$ cat src/rtl/i2cseq_pkg.sv
package i2cseq_pkg;

  typedef enum logic [1:0] {
    OP_START   = 2'd0,
    OP_XFER    = 2'd1,
    OP_STOP    = 2'd2,
    OP_RELEASE = 2'd3
  } engOp_e;

  typedef enum logic [1:0] {
    RES_OK      = 2'd0,
    RES_NODEV   = 2'd1,
    RES_REFUSED = 2'd2,
    RES_INVAL   = 2'd3
  } resCode_e;

  // strobes from control to datapath
  typedef struct packed {
    logic init;
    logic loadAddr;
    logic loadData;
    logic incPtr;
    logic nextMsg;
    logic bumpCount;
  } dpCtl_t;

endpackage

$ cat src/rtl/seq_datapath.sv
module seq_datapath
  import i2cseq_pkg::*;
#(
  parameter int ADDR_W    = 8,
  parameter int LEN_W     = 4,
  parameter int IDX_W     = 3,
  parameter int SETUP_CYC = 5
) (
  input  logic              clk,
  input  logic              rstN,
  input  dpCtl_t            ctl,
  input  logic [6:0]        descAddr,
  input  logic              descRead,
  input  logic              descRevDir,
  input  logic [LEN_W-1:0]  descLen,
  input  logic [ADDR_W-1:0] descBase,
  input  logic [IDX_W:0]    numMsgs,
  input  logic [7:0]        bufRdata,
  output logic [IDX_W-1:0]  msgIdx,
  output logic [ADDR_W-1:0] bufAddr,
  output logic [7:0]        txByte,
  output logic              atEnd,
  output logic              atLastByte,
  output logic              isLastMsg,
  output logic              setupDone,
  output logic [IDX_W:0]    doneCount
);

  localparam int SCW = $clog2(SETUP_CYC + 2);
  localparam logic [SCW-1:0] SETUP_LD = SCW'(SETUP_CYC);

  logic [IDX_W-1:0] idx;
  logic [LEN_W-1:0] ptr;
  logic [IDX_W:0]   numReg;
  logic [IDX_W:0]   cnt;
  logic [7:0]       txReg;
  logic [SCW-1:0]   setupCnt;

  always_ff @(posedge clk) begin
    if (!rstN) begin
      idx      <= '0;
      ptr      <= '0;
      numReg   <= '0;
      cnt      <= '0;
      txReg    <= '0;
      setupCnt <= '0;
    end else begin
      if (ctl.init) begin
        idx    <= '0;
        ptr    <= '0;
        cnt    <= '0;
        numReg <= numMsgs;
      end
      if (ctl.nextMsg) begin
        idx <= idx + IDX_W'(1);
        ptr <= '0;
      end
      if (ctl.incPtr)    ptr <= ptr + LEN_W'(1);
      if (ctl.bumpCount) cnt <= cnt + (IDX_W+1)'(1);
      if (ctl.loadAddr) begin
        txReg    <= {descAddr, descRead ^ descRevDir};
        setupCnt <= SETUP_LD;
      end else if (ctl.loadData) begin
        txReg    <= bufRdata;
        setupCnt <= SETUP_LD;
      end else if (setupCnt != '0) begin
        setupCnt <= setupCnt - SCW'(1);
      end
    end
  end

  assign msgIdx     = idx;
  assign bufAddr    = descBase + ADDR_W'(ptr);
  assign txByte     = txReg;
  assign atEnd      = (ptr >= descLen);
  assign atLastByte = (descLen != '0) && (ptr == descLen - LEN_W'(1));
  assign isLastMsg  = (({1'b0, idx} + (IDX_W+1)'(1)) == numReg);
  assign setupDone  = (setupCnt == '0);
  assign doneCount  = cnt;


  count_bound_chk: assert property (@(posedge clk) disable iff (!rstN)
    cnt <= numReg);

endmodule

$ cat src/rtl/seq_control.sv
module seq_control
  import i2cseq_pkg::*;
(
  input  logic     clk,
  input  logic     rstN,
  input  logic     go,
  input  logic     releaseMode,
  input  logic     evtDone,
  input  logic     evtNak,
  input  logic     descIgnNak,
  input  logic     descNoStart,
  input  logic     descRead,
  input  logic     atEnd,
  input  logic     atLastByte,
  input  logic     isLastMsg,
  input  logic     setupDone,
  output dpCtl_t   ctl,
  output logic     engGo,
  output engOp_e   engOp,
  output logic     engAck,
  output logic     bufWe,
  output logic     donePulse,
  output logic     evtArmed,
  output resCode_e resultErr
);

  typedef enum logic [3:0] {
    S_IDLE, S_LAUNCH, S_SETTLE, S_START, S_DECIDE,
    S_FETCH, S_WRITE, S_READ, S_NEXT, S_STOP
  } state_e;

  state_e   state, nxt;
  logic     curRead, pendXfer, armed, setErr;
  resCode_e err, errNext;

  always_comb begin
    nxt       = state;
    ctl       = '0;
    engGo     = 1'b0;
    engOp     = OP_STOP;
    engAck    = 1'b0;
    bufWe     = 1'b0;
    donePulse = 1'b0;
    setErr    = 1'b0;
    errNext   = RES_OK;
    unique case (state)
      S_IDLE: if (go) begin
        ctl.init = 1'b1;
        nxt      = S_LAUNCH;
      end
      S_LAUNCH: begin
        ctl.loadAddr = 1'b1;
        nxt          = S_SETTLE;
      end
      S_SETTLE: if (setupDone) begin
        engGo = 1'b1;
        engOp = pendXfer ? OP_XFER : OP_START;
        nxt   = pendXfer ? S_WRITE : S_START;
      end
      S_START: if (evtDone) begin
        if (evtNak && !descIgnNak) begin
          setErr = 1'b1; errNext = RES_NODEV; nxt = S_STOP;
        end else nxt = S_DECIDE;
      end
      S_DECIDE: begin
        if (atEnd) begin
          ctl.bumpCount = 1'b1;
          if (isLastMsg) nxt = S_STOP;
          else begin
            ctl.nextMsg = 1'b1;
            nxt         = S_NEXT;
          end
        end else if (curRead) begin
          engGo  = 1'b1;
          engOp  = OP_XFER;
          engAck = !(atLastByte && isLastMsg);
          nxt    = S_READ;
        end else nxt = S_FETCH;
      end
      S_FETCH: begin
        ctl.loadData = 1'b1;
        ctl.incPtr   = 1'b1;
        nxt          = S_SETTLE;
      end
      S_WRITE: if (evtDone) begin
        if (evtNak && !descIgnNak) begin
          setErr = 1'b1; errNext = RES_REFUSED; nxt = S_STOP;
        end else nxt = S_DECIDE;
      end
      S_READ: if (evtDone) begin
        bufWe      = 1'b1;
        ctl.incPtr = 1'b1;
        nxt        = S_DECIDE;
      end
      S_NEXT: begin
        if (!descNoStart) nxt = S_LAUNCH;
        else if (descRead != curRead) begin
          setErr = 1'b1; errNext = RES_INVAL; nxt = S_STOP;
        end else nxt = S_DECIDE;
      end
      S_STOP: begin
        engGo     = 1'b1;
        engOp     = releaseMode ? OP_RELEASE : OP_STOP;
        donePulse = 1'b1;
        nxt       = S_IDLE;
      end
      default: nxt = S_IDLE;
    endcase
  end

  always_ff @(posedge clk) begin
    if (!rstN) begin
      state    <= S_IDLE;
      curRead  <= 1'b0;
      pendXfer <= 1'b0;
      armed    <= 1'b0;
      err      <= RES_OK;
    end else begin
      state <= nxt;
      if (ctl.init) begin
        armed <= 1'b1;
        err   <= RES_OK;
      end
      if (state == S_LAUNCH) begin
        curRead  <= descRead;
        pendXfer <= 1'b0;
      end
      if (state == S_FETCH) pendXfer <= 1'b1;
      if (setErr) err <= errNext;
      if (donePulse) armed <= 1'b0;
    end
  end

  assign evtArmed  = armed;
  assign resultErr = err;


  idle_quiet_chk: assert property (@(posedge clk) disable iff (!rstN)
    !armed |-> (!engGo && !bufWe && !donePulse));


  store_on_event_chk: assert property (@(posedge clk) disable iff (!rstN)
    bufWe |-> (evtDone && armed));


  done_disarm_chk: assert property (@(posedge clk) disable iff (!rstN)
    donePulse |=> (!armed && !donePulse));


  end_op_chk: assert property (@(posedge clk) disable iff (!rstN)
    donePulse |-> (engGo && (engOp == (releaseMode ? OP_RELEASE : OP_STOP))));

endmodule

$ cat src/rtl/i2c_msg_sequencer.sv
module i2c_msg_sequencer
  import i2cseq_pkg::*;
#(
  parameter int ADDR_W    = 8,
  parameter int LEN_W     = 4,
  parameter int IDX_W     = 3,
  parameter int SETUP_CYC = 5
) (
  input  logic              clk,
  input  logic              rstN,
  input  logic              go,
  input  logic [IDX_W:0]    numMsgs,
  input  logic              releaseMode,
  output logic [IDX_W-1:0]  msgIdx,
  input  logic [6:0]        descAddr,
  input  logic              descRead,
  input  logic [LEN_W-1:0]  descLen,
  input  logic [ADDR_W-1:0] descBase,
  input  logic              descIgnNak,
  input  logic              descNoStart,
  input  logic              descRevDir,
  output logic [ADDR_W-1:0] bufAddr,
  output logic              bufWe,
  output logic [7:0]        bufWdata,
  input  logic [7:0]        bufRdata,
  output logic              engGo,
  output logic [1:0]        engOp,
  output logic [7:0]        engTx,
  output logic              engAck,
  input  logic              evtDone,
  input  logic              evtNak,
  input  logic [7:0]        rxByte,
  output logic              evtArmed,
  output logic              donePulse,
  output logic [1:0]        resultErr,
  output logic [IDX_W:0]    resultCount
);

  dpCtl_t   ctl;
  engOp_e   opE;
  resCode_e errE;
  logic     atEnd, atLastByte, isLastMsg, setupDone;

  seq_datapath #(
    .ADDR_W(ADDR_W), .LEN_W(LEN_W), .IDX_W(IDX_W), .SETUP_CYC(SETUP_CYC)
  ) u_dp (
    .clk, .rstN, .ctl, .descAddr, .descRead, .descRevDir, .descLen,
    .descBase, .numMsgs, .bufRdata, .msgIdx, .bufAddr, .txByte(engTx),
    .atEnd, .atLastByte, .isLastMsg, .setupDone, .doneCount(resultCount)
  );

  seq_control u_ctl (
    .clk, .rstN, .go, .releaseMode, .evtDone, .evtNak, .descIgnNak,
    .descNoStart, .descRead, .atEnd, .atLastByte, .isLastMsg, .setupDone,
    .ctl, .engGo, .engOp(opE), .engAck, .bufWe, .donePulse, .evtArmed,
    .resultErr(errE)
  );

  assign engOp     = opE;
  assign resultErr = errE;
  assign bufWdata  = rxByte;

  // observer of how long engTx has been held
  localparam int RCW = $clog2(SETUP_CYC + 2);
  logic [7:0]     lastTx;
  logic [RCW-1:0] runCnt;

  always_ff @(posedge clk) begin
    if (!rstN) begin
      lastTx <= '0;
      runCnt <= '0;
    end else begin
      lastTx <= engTx;
      if (engTx != lastTx)                 runCnt <= '0;
      else if (runCnt != RCW'(SETUP_CYC))  runCnt <= runCnt + RCW'(1);
    end
  end


  settle_chk: assert property (@(posedge clk) disable iff (!rstN)
    (engGo && opE == OP_START) |-> ((engTx == lastTx) && (int'(runCnt) + 1 >= SETUP_CYC)));

endmodule

$ cat config.mk
export PLATFORM = sky130hd
export DESIGN_NAME = i2c_msg_sequencer
export DESIGN_NICKNAME = d
export VERILOG_FILES = /design/src/rtl/i2cseq_pkg.sv /design/src/rtl/seq_datapath.sv /design/src/rtl/seq_control.sv /design/src/rtl/i2c_msg_sequencer.sv
export SDC_FILE = /design/constraint.sdc
export NUM_CORES = 1
export LEC_CHECK = 0
export ABC_AREA = 1
export CAP_MARGIN = 20
export CORE_UTILIZATION = 50
export CTS_BUF_LIST = sky130_fd_sc_hd__clkbuf_4 sky130_fd_sc_hd__clkbuf_8 sky130_fd_sc_hd__clkbuf_16
export CTS_CLUSTER_DIAMETER = 200
export DETAILED_ROUTE_END_ITERATION = 16
export DONT_BUFFER_PORTS = 1
export GPL_TIMING_DRIVEN = 0
export REMOVE_ABC_BUFFERS = 1
export SKIP_CTS_REPAIR_TIMING = 1
export SLEW_MARGIN = 15
export SYNTH_ARGS = -nofsm -noshare
export SYNTH_HDL_FRONTEND = slang
export SYNTH_SLANG_ARGS = --single-unit
$ cat constraint.sdc
create_clock -name clk -period 2.8 [get_ports clk]
set_clock_uncertainty 0.1 [all_clocks]
set_input_delay 0.56 -clock clk [delete_from_list [all_inputs] [get_ports clk]]
set_output_delay 0.56 -clock clk [all_outputs]
set_load 0.05 [all_outputs]
# After elaboration in Yosys (flattened, before gate mapping)
# Cells that the tools add are included.
[totals]
output_inout_bits = 40
inputBits = 49
word_cells = 122
register_bits = 35
[op_classes]
eq_ne = 16
n_bitwise = 2
muxes = 63
n_addsub = 7
n_reduce_logical = 21
n_lt_le_gt_ge = 1
[ops]
columns = ["op", "n"]
rows = [
  ["4-bit two-way mux", 12],
  ["4-bit case mux with 7 select lines", 1],
  ["2-bit two-way mux", 13],
  ["1-bit two-way mux", 24],
  ["3-bit two-way mux", 6],
  ["4-bit by 3-bit equality test with 1-bit output, second input constant", 4],
  ["8-bit two-way mux", 2],
  ["2-bit case mux with 3 select lines", 2],
  ["2-bit nonzero test", 5],
  ["3-bit nonzero test", 3],
  ["4-bit by 1-bit adder with 4-bit output, second input constant", 2],
  ["8-bit by 4-bit adder with 8-bit output", 1],
  ["4-bit by 2-bit equality test with 1-bit output, second input constant", 2],
  ["4-bit equality test", 2],
  ["4-bit equality test, second input constant", 2],
  ["2-bit != test, second input constant", 3],
  ["2-bit OR reduction", 3],
  ["3-bit by 1-bit adder with 4-bit output, second input constant", 1],
  ["4-bit by 1-bit equality test with 1-bit output, second input constant", 1],
  ["4-bit greater-or-equal comparator", 1],
  ["4-bit zero test", 1],
  ["1-bit case mux with 2 select lines", 2],
  ["4-bit AND reduction", 1],
  ["4-bit nonzero test", 1],
  ["other kinds (12)", 15],
]

# Longest topological paths before layout
# Gate-level depths: netlist (run 1).
[depth]
ltp_word = 8
ltp_mapped = 13
ltp_nobuf = 13

# Modules after synthesis
# Synthesis (run 1) repeated with hierarchy kept, for this count alone.
[unflattened]
cells_unflattened = 362
area_unflattened_um2 = 2404.8
[modules_own_cells]
columns = ["module", "instances", "area_per_inst_um2", "seq_area_each_um2", "cells_per_inst"]
rows = [
  ["seq_datapath", 1, 1687.9, 520.5, 238],
  ["seq_control", 1, 656.9, 180.2, 116],
  ["i2c_msg_sequencer", 1, 60.1, 0.0, 8],
]

# Worst setup path before layout (run 1)
# OpenSTA, ideal clock, no wires.
[synth_timing]
path_kind = "in2out"
start = "input descLen[3]"
end = "output engOp[1]"
cell_stages = 10
setup_slack_ps = -256
arrival_ps = 2396
required_ps = 2140
cell_sequence = "inv_1 ha_1 nand2_1 inv_1 nand2_1 nand3_1 nor2_1 nand2_1 inv_1 o21ai_0"
[synth_between]
elab_chain_len = 3
[synth_lines]
columns = ["item", "line", "rtl"]
rows = [
  ["start: declaration", "i2c_msg_sequencer.sv:17", "input logic [LEN_W-1:0] descLen,"],
  ["4-bit greater-or-equal comparator", "seq_datapath.sv:75", "assign atEnd = (ptr >= descLen);"],
  ["2-bit two-way mux", "seq_control.sv:66", "if (atEnd) begin"],
  ["2-bit case mux with 3 select lines", "seq_control.sv:46", "unique case (state)"],
  ["end: declaration", "i2c_msg_sequencer.sv:27", "output logic [1:0] engOp,"],
]
# Every way passes these cells.

# Worst setup path in the final report (run 1)
[layout_timing]
start = "register u_dp.ptr[0]"
end = "output bufAddr[6]"
[layout_between]
elab_chain_len = 1
[layout_lines]
columns = ["item", "line", "rtl"]
rows = [
  ["start: declaration", "seq_datapath.sv:33", "logic [LEN_W-1:0] ptr;"],
  ["start signal: assignment", "seq_datapath.sv:58", "if (ctl.incPtr) ptr <= ptr + LEN_W'(1);"],
  ["8-bit by 4-bit adder with 8-bit output", "seq_datapath.sv:73", "assign bufAddr = descBase + ADDR_W'(ptr);"],
  ["end: declaration", "i2c_msg_sequencer.sv:22", "output logic [ADDR_W-1:0] bufAddr,"],
]
# Every way passes these cells.

==> out/metrics.json, run 1 <==
{
  "clock_tree.root_cell": "clkbuf_8",
  "grt_pass1_vias": 1858,
  "setup_viol_count_final": 0,
  "final-instance-count-excl-fill": 415,
  "via_per_inst": 5.243,
  "netlist-cell-type-count": 35,
  "clock_tree.htree_level_count": 2,
  "timing.critical_path.arrival_ns": 2.12,
  "period_needed_ns": 2.779,
  "synthDominantAreaCellType": "dfxtp_1",
  "synth_edf_count": 0,
  "worst_setup_path_startpoint": "u_dp.ptr[0]",
  "i_o_buffers": 0,
  "timing.rr.end": "u_dp.ptr[2]",
  "grt_remaining_overflow": 0,
  "setup.worst_path.start_class": "flop",
  "ys_top_cells_by_area": "dfxtp_1 (29%), nand2_1 (9.4%), inv_1 (7.7%)",
  "layout.nets": 424,
  "highest_delay_cell_along_the_critical_path": "xor2_4",
  "cp-end-kind": "output port",
  "largest_net_degree_at_the_start_of_global_routing": 25,
  "rsz_0062_raised_after_global_routing": "true",
  "detailedPlacementHpwl_um": 3891,
  "drt-total-wl_um": 5329,
  "slew_headroom_pct": 34.02,
  "synth.cell_area_um2": 2436,
  "cts_made_buffers": 5,
  "initial_utilization_pct": 51.92,
  "finalHoldWorstSlack_ns": 0.2889,
  "routabilityCongestion": 0.8329,
  "synth_seq_area_share_pct": 28.76,
  "die_h_um": 71.80,
  "setup.worst_path.end": "bufAddr[6]",
  "status": "complete, no violations",
  "dp_slack_ns": -0.2980,
  "synth_most_common_cell": "nand2_1",
  "max_slew.worst_pin.slew_ns": 0.9864,
  "drive_above_1_share_pct": 19.11,
  "avgSynthCellArea_um2": 6.693,
  "fp.dieW_um": 71.80,
  "max_stage_delay_ns": 0.39,
  "num_rows": 25,
  "flow.area_growth_from_synthesis_pct": 10.38,
  "numClockSinks": 35,
  "design.die.area_um2": 5155,
  "fin_util_pct": 57.31,
  "totalPowerFinal_mw": 2.145,
  "setup_total_neg_slack_ns": 0,
  "vias": 2176,
  "remaining_drc_errors": 0,
  "yosys_register_bits": 35,
  "max-cap-violations": 0,
  "crit-reg2reg-launch": "u_dp.msgIdx[0]",
  "numPlacedInstances": 403,
  "synthAdderAreaFrac_pct": 8.012,
  "antenna_cells": 0,
  "final_max_slew_viol_count": 0,
  "post_synth_most_frequent_cells": "nand2_1 (61), inv_1 (50), nor2_1 (50), dfxtp_1 (35), a21oi_1 (34)",
  "required_time_of_the_critical_path_ns": 2.14,
  "post-route-cell-area_um2": 2689,
  "worstSkewPairLatency_ns": 0.29,
  "main_combinational_cell_family_by_area_after_synthesis": "simple AND/OR/NAND/NOR gates",
  "gr-usage-all-layers_pct": 20.90,
  "drt-initial-drc-count": 79,
  "synth_top_flop_cell": "dfxtp_1",
  "path_cells": "ha_4 > inv_1 > fa_2 > nor2_2 > a211oi_2 > nor3b_2 > xor2_4",
  "powerDensity_nw_per_um2": 797.6,
  "timing.final.crit_share_pct": 99.23,
  "yosys.area.top_type_share_pct": 28.76,
  "floorplan.core_area_um2": 4692,
  "critical_path_class": "flop to output port",
  "synth_mux_area_share_pct": 0,
  "setup.reg_to_reg.worst_slack_ns": 0.90,
  "endpoints_failing_hold": 0,
  "power.leakage_nw": 1.176,
  "max_clock_freq_mhz": 359.9,
  "dr.pass1.iters": 4,
  "syn_inst": 364,
  "yosys.area_share.simple_pct": 30.56,
  "routedWlPerCell_um": 12.84,
  "holdCritPathClass": "input port to flop",
  "postRouteAntennaNets": 0,
  "reg2regPathDepth": 10,
  "yosys_warnings": 0,
  "maximum_net_fanout_on_the_critical_path": 5,
  "power.ir.vdd_worst_v": 0.0005046,
  "synth_xor_area_share_pct": 4.314,
  "global_route_wire_length_before_repair_um": 8466,
  "cts-root-to-sink-buffers": 2,
  "placement.cell_area_um2": 2394,
  "fill_cells": 468,
  "worst_setup_hold_path_clk_slew_ns": 0.07,
  "num_io_pins": 89,
  "antenna_found_initial": 0,
  "async_reset_ff_share_pct": 0,
  "fin_ws_ns": 0.02148,
  "synth_compound_gate_area_share_pct": 14.48,
  "tritoncts": "done"
}
cells in the final DEF, fill, tap and decap left out, drive strengths merged:
master and n:
o211ai 2, bufinv 1, clkbuf 7, dfxtp 35, inv 60, nand2 70
nand3b 1, buf 3, o22ai 2, nand4 7, clkinv 1, a21oi 37
xnor2 5, ha 14, o21a 1, o21ai 17, fa 1, nor3 9
a31oi 1, nand3 22, a211oi 3, xor2 7, nor3b 1, nor2 54
logic make-up (layout without fill, tap and decap cells):
family / after synthesis / after routing
and+or+nand+nor: 164 / 164
DFF: 35 / 35
adders and majority gates: 15 / 15
xor gates and xnor gates: 12 / 12
AOI/OAI and AO/OA: 63 / 63
buffers and inverters: 75 / 72
critical path: cells and delay by family (launching register included):
family / cells / cell delay (ns)
flops: 1 / 0.38
simple gates: 2 / 0.48
xor+xnor: 1 / 0.39
fa+ha+maj: 2 / 0.48
buf+inv: 1 / 0.04
compound gates: 1 / 0.07
routing by layer:
metal  vias to the layer above  global-route usage, %  routed length, µm
met5                         -                      0                  0
met4                         0                  7.843                 78
met3                         5                  7.876                432
met2                        74                  30.08               2360
met1                       943                  28.38               2458
li1                       1154                      -                  -
layout make-up:
class,count,area [µm²],area share (%)
clock inverters,2,35.03,1.303
inverters,60,227.7,8.469
clock buffers,6,82.58,3.071
repair buffers,4,26.28,0.9772
flip-flops and latches,35,716.9,26.66
multi-input cells,254,1533,57.00
well taps,54,67.56,2.513
report_power, final:
group / internal [mW] / switching, mW
combinational: 0.271 / 0.575
sequential: 0.597 / 0.232
clock: 0.288 / 0.182
how the worst min path moves through the flow:
stage | slack (ns) | end | cells past startpoint | startpoint
after floorplan | 0.34 | u_dp.numReg[3] | 2 | u_dp.numReg[3]
after global placement | 0.35 | u_dp.numReg[1] | 2 | u_dp.numReg[1]
after detailed placement | 0.36 | u_dp.numReg[0] | 2 | u_dp.numReg[0]
after CTS | 0.29 | u_dp.doneCount[3] | 2 | rstN
after global routing | 0.29 | u_dp.doneCount[3] | 2 | rstN
final | 0.29 | u_dp.msgIdx[0] | 2 | rstN
flip-flops by register name, summed over array words and instances (netlist names):
name,flops
u_ctl.curRead,1
u_ctl.evtArmed,1
u_ctl.pendXfer,1
u_ctl.resultErr,2
u_ctl.state,4
u_dp.doneCount,4
u_dp.msgIdx,3
u_dp.numReg,4
u_dp.ptr,4
u_dp.setupCnt,3
u_dp.txByte,8
Note: power is estimated with default switching activity, not from simulation.
==> inputs of run 2 (changes only) <==
GPL_TIMING_DRIVEN = unset   (was 0)
==> out/metrics.json, run 2 (synthesis gave the netlist of run 1 again) <==
{
  "final-instance-count-excl-fill": 429,
  "i_o_buffers": 0,
  "die_h_um": 71.80,
  "routedWlPerCell_um": 12.20,
  "flow.area_growth_from_synthesis_pct": 11.09,
  "cp-end-kind": "output port",
  "powerDensity_nw_per_um2": 776.2,
  "placement.cell_area_um2": 2551,
  "num_io_pins": 89,
  "power.leakage_nw": 1.221,
  "hp-start": "rstN",
  "layout.cells.most_common": "nand2_1",
  "final_max_slew_viol_count": 0,
  "holdCritPathClass": "input port to flop",
  "drive_above_1_share_pct": 17.87,
  "fp.dieW_um": 71.80,
  "post-route-cell-area_um2": 2706,
  "layout.nets": 438,
  "floorplan.core_area_um2": 4692,
  "grt_met2_use_pct": 33.12,
  "drt-total-wl_um": 5235,
  "max_slew.worst_pin.slew_ns": 0.5989,
  "globalRoute.busiestLayer": "met2",
  "power.ir.vdd_worst_v": 0.0004892,
  "setup_viol_count_final": 0,
  "numClockSinks": 35,
  "slew_headroom_pct": 60.02,
  "setup_total_neg_slack_ns": 0,
  "antenna_cells": 0,
  "gr-usage-all-layers_pct": 20.59,
  "totalPowerFinal_mw": 2.101,
  "grt_remaining_overflow": 0,
  "use_met3_pct": 6.892,
  "clock_tree.root_cell": "clkbuf_8",
  "detailedPlacementHpwl_um": 4063,
  "maximum_net_fanout_on_the_critical_path": 4,
  "drt-initial-drc-count": 53,
  "reg2regPathDepth": 8,
  "endpoints_failing_hold": 0,
  "worst_setup_hold_path_clk_slew_ns": 0.07,
  "design.die.area_um2": 5155,
  "largest_net_degree_at_the_start_of_global_routing": 21,
  "rsz_0062_raised_after_global_routing": "false",
  "postRouteAntennaNets": 0,
  "crit-reg2reg-launch": "u_dp.ptr[3]",
  "status": "complete, no violations",
  "period_needed_ns": 2.648,
  "worst_setup_path_startpoint": "u_dp.ptr[0]",
  "max-cap-violations": 0,
  "vias": 2229,
  "timing.final.crit_share_pct": 94.56,
  "setup.worst_path.start_class": "flop",
  "critical_path_class": "flop to output port",
  "global_route_wire_length_before_repair_um": 8507,
  "antenna_found_initial": 0,
  "use_met1_pct": 26.88,
  "hold-path-cell-count": 2,
  "timing.critical_path.arrival_ns": 1.99,
  "dr.pass1.iters": 4,
  "numPlacedInstances": 419,
  "grt_pass1_vias": 1922,
  "cts-root-to-sink-buffers": 2,
  "via_per_inst": 5.196,
  "tritoncts": "done",
  "clock_tree.htree_level_count": 2,
  "largest_reg_flops": 8,
  "initial_utilization_pct": 51.92,
  "routabilityCongestion": 0.8980,
  "num_rows": 25,
  "required_time_of_the_critical_path_ns": 2.14,
  "remaining_drc_errors": 0,
  "cts_made_buffers": 5,
  "layout.cells.most_common_list": "nand2_1 (61), inv_1 (50), nor2_1 (49), a21oi_1 (33), dfxtp_1 (31)",
  "worstSkewPairLatency_ns": 0.28,
  "max_clock_freq_mhz": 377.7
}
==> run 2: cell types whose count changed in the layout (fill, tap and decap cells not counted), moves of 2 or more <==
cell	previous run	this run
inv_2	11	9
buf_4	3	15
buf_12	0	3
dfxtp_1	28	31
xor2_2	2	0
dfxtp_4	3	1
xnor2_1	3	5
nand3_1	19	21
xor2_1	4	7
nand3_2	3	1
inv_1	48	50
==> run 2: final timing paths <==
path / end / slack [ns]
worst max-delay path: bufAddr[6] / 0.15
worst min-delay path: u_dp.doneCount[3] / 0.30
worst min register to register: u_dp.numReg[0] / 0.37
worst max register to register: u_dp.msgIdx[0] / 0.98
==> run 2: cell type report <==
cell class | count | area, µm²
clock buffer | 7 | 96.34
clock inverter | 1 | 7.507
fill | 461 | 1986
inverter | 60 | 227.7
multi-input combinational | 254 | 1426
sequential | 35 | 708.2
tap | 54 | 67.56
timing repair buffer | 18 | 172.7
==> run 2: stage by stage <==
stage          hold WS (ns)  util, %  setup WS [ns]
5_1_grt              0.2906    57.68     0.00003486
3_3_place_gp         0.3543    54.37         0.1564
2_1_floorplan        0.3429        -        -0.2564
3_5_place_dp         0.3609    54.37         0.1497
6_report             0.2951    57.68         0.1522
4_1_cts              0.2871    56.59       -0.04912
==> run 2: where the power goes <==
group / switching, mW / internal [mW]
sequential: 0.234 / 0.599
combinational: 0.571 / 0.292
clock: 0.181 / 0.224
total: 0.986 / 1.11
==> run 2: per-layer routing <==
layer / vias to the layer above / part of all wire (%) / routed length [µm]
met5: - / 0 / 0
met4: 0 / 0.84 / 44
met3: 6 / 7.7 / 401
met2: 67 / 45 / 2356
met1: 974 / 46 / 2433
li1: 1182 / - / -
==> run 2: worst max-delay path, stage by stage, from the launching register on <==
cell and delay, ns:
dfxtp_4 0.37, ha_4 0.12, inv_1 0.05, fa_2 0.40
nor2_2 0.08, a211oi_1 0.06, nor3b_1 0.24, xor2_1 0.16
buf_4 0.21
==> inputs of run 3 (changes only) <==
MAX_ROUTING_LAYER = met4   (was unset)
==> out/metrics.json, run 3 (synthesis gave the netlist of run 1 again) <==
{
  "status": "complete, no violations",
  "initial_utilization_pct": 51.92,
  "layout.cells.most_common": "nand2_1",
  "endpoints_failing_hold": 0,
  "gr-usage-all-layers_pct": 21.22,
  "required_time_of_the_critical_path_ns": 2.14,
  "highest_delay_cell_along_the_critical_path": "fa_2",
  "drt-initial-drc-count": 53,
  "design.die.area_um2": 5155,
  "largest_net_degree_at_the_start_of_global_routing": 21,
  "hp-start": "rstN",
  "tritoncts": "done",
  "setup_viol_count_final": 0,
  "critical_path_class": "flop to output port",
  "powerDensity_nw_per_um2": 775.8,
  "crit-reg2reg-launch": "u_dp.ptr[3]",
  "drive_above_1_share_pct": 17.87,
  "final_max_slew_viol_count": 0,
  "max_slew.worst_pin.slew_ns": 0.5989,
  "layout.cells.most_common_list": "nand2_1 (61), inv_1 (50), nor2_1 (49), a21oi_1 (33), dfxtp_1 (31)",
  "period_needed_ns": 2.648,
  "floorplan.core_area_um2": 4692,
  "maximum_net_fanout_on_the_critical_path": 4,
  "largest_reg_flops": 8,
  "detailedPlacementHpwl_um": 4063,
  "i_o_buffers": 0,
  "slew_headroom_pct": 60.02,
  "finalHoldWorstSlack_ns": 0.2951,
  "rsz_0062_raised_after_global_routing": "false",
  "power.ir.vdd_worst_v": 0.0004885,
  "multi_input_area_um2": 1426,
  "layout.nets": 438,
  "clock_tree.htree_level_count": 2,
  "postRouteAntennaNets": 0,
  "drt-total-wl_um": 5224,
  "cts-root-to-sink-buffers": 2,
  "via_per_inst": 5.200,
  "fill_cells": 461,
  "power.leakage_nw": 1.221,
  "cts_made_buffers": 5,
  "register_area_um2": 708.2,
  "worst_setup_hold_path_clk_slew_ns": 0.07,
  "remaining_drc_errors": 0,
  "grt_remaining_overflow": 0,
  "numPlacedInstances": 419,
  "die_h_um": 71.80,
  "max_clock_freq_mhz": 377.7,
  "max-cap-violations": 0,
  "antenna_found_initial": 0,
  "setup.worst_path.start_class": "flop",
  "path_cells": "ha_4 > inv_1 > fa_2 > nor2_2 > a211oi_1 > nor3b_1 > xor2_1 > buf_4",
  "max_stage_delay_ns": 0.40,
  "final-instance-count-excl-fill": 429,
  "numClockSinks": 35,
  "fp.dieW_um": 71.80,
  "timing.final.crit_share_pct": 94.56,
  "vias": 2231,
  "routabilityCongestion": 0.9132,
  "worstSkewPairLatency_ns": 0.28,
  "flow.area_growth_from_synthesis_pct": 11.09,
  "holdCritPathClass": "input port to flop",
  "clock_tree.root_cell": "clkbuf_8",
  "timing.critical_path.arrival_ns": 1.99,
  "routedWlPerCell_um": 12.18,
  "worst_setup_path_startpoint": "u_dp.ptr[0]",
  "grt_pass1_vias": 1922,
  "num_rows": 25,
  "antenna_cells": 0,
  "cp-end-kind": "output port",
  "global_route_wire_length_before_repair_um": 8507,
  "num_io_pins": 89,
  "dr.pass1.iters": 4
}
[run 3: path summary, 6_finish.rpt]
kind                            end  depth (start not counted)  slack, ns
setup / recovery         bufAddr[6]                          8       0.15
hold / removal    u_dp.doneCount[3]                          2       0.30
setup reg to reg     u_dp.msgIdx[0]                          8       0.98
hold reg to reg      u_dp.numReg[0]                          2       0.37
[run 3: power breakdown]
group	leakage, nW	internal, mW	switching [mW]
sequential	0.288	0.599	0.234
clock	0.0505	0.224	0.181
combinational	0.883	0.292	0.570
[run 3: worst max-delay path: cells and delay by family (launching register included)]
kind	cells	cell delay, ns
simple gates	2	0.32
xor+xnor	1	0.16
buf+inv	2	0.26
flops	1	0.37
compound gates	1	0.06
fa+ha+maj	2	0.52
[run 3: per-layer routing]
metal  share of wire [%]  wire length [µm]  vias to the layer above  global-route usage, %
li1                    -                 -                     1182                      -
met1                  46              2423                      976                  26.97
met4                0.84                44                        0                  4.575
met3                 7.6               397                        6                  6.751
met2                  45              2360                       67                  33.12
met5                   0                 0                        -                      -
[run 3: through the flow]
stage | utilization [%] | power [mW] | TNS (ns) | worst slack (ns) | instance area (µm²)
floorplan | - | 1.512 | -0.5400 | -0.2564 | 2326
global placement | 54.37 | 1.700 | 0 | 0.1564 | 2551
detailed placement | 54.37 | 1.704 | 0 | 0.1497 | 2551
CTS | 56.59 | 2.114 | -0.04912 | -0.04912 | 2655
global route | 57.68 | 2.264 | 0 | 0.00003242 | 2706
finish | 57.68 | 2.100 | 0 | 0.1522 | 2706
[run 3: area by class of cell]
type | instances | area share [%]
Multi-Input combinational cell | 254 | 52.70
Sequential cell | 35 | 26.17
Inverter | 60 | 8.414
Timing Repair Buffer | 18 | 6.380
Clock buffer | 7 | 3.560
Tap cell | 54 | 2.497
Clock inverter | 1 | 0.2774
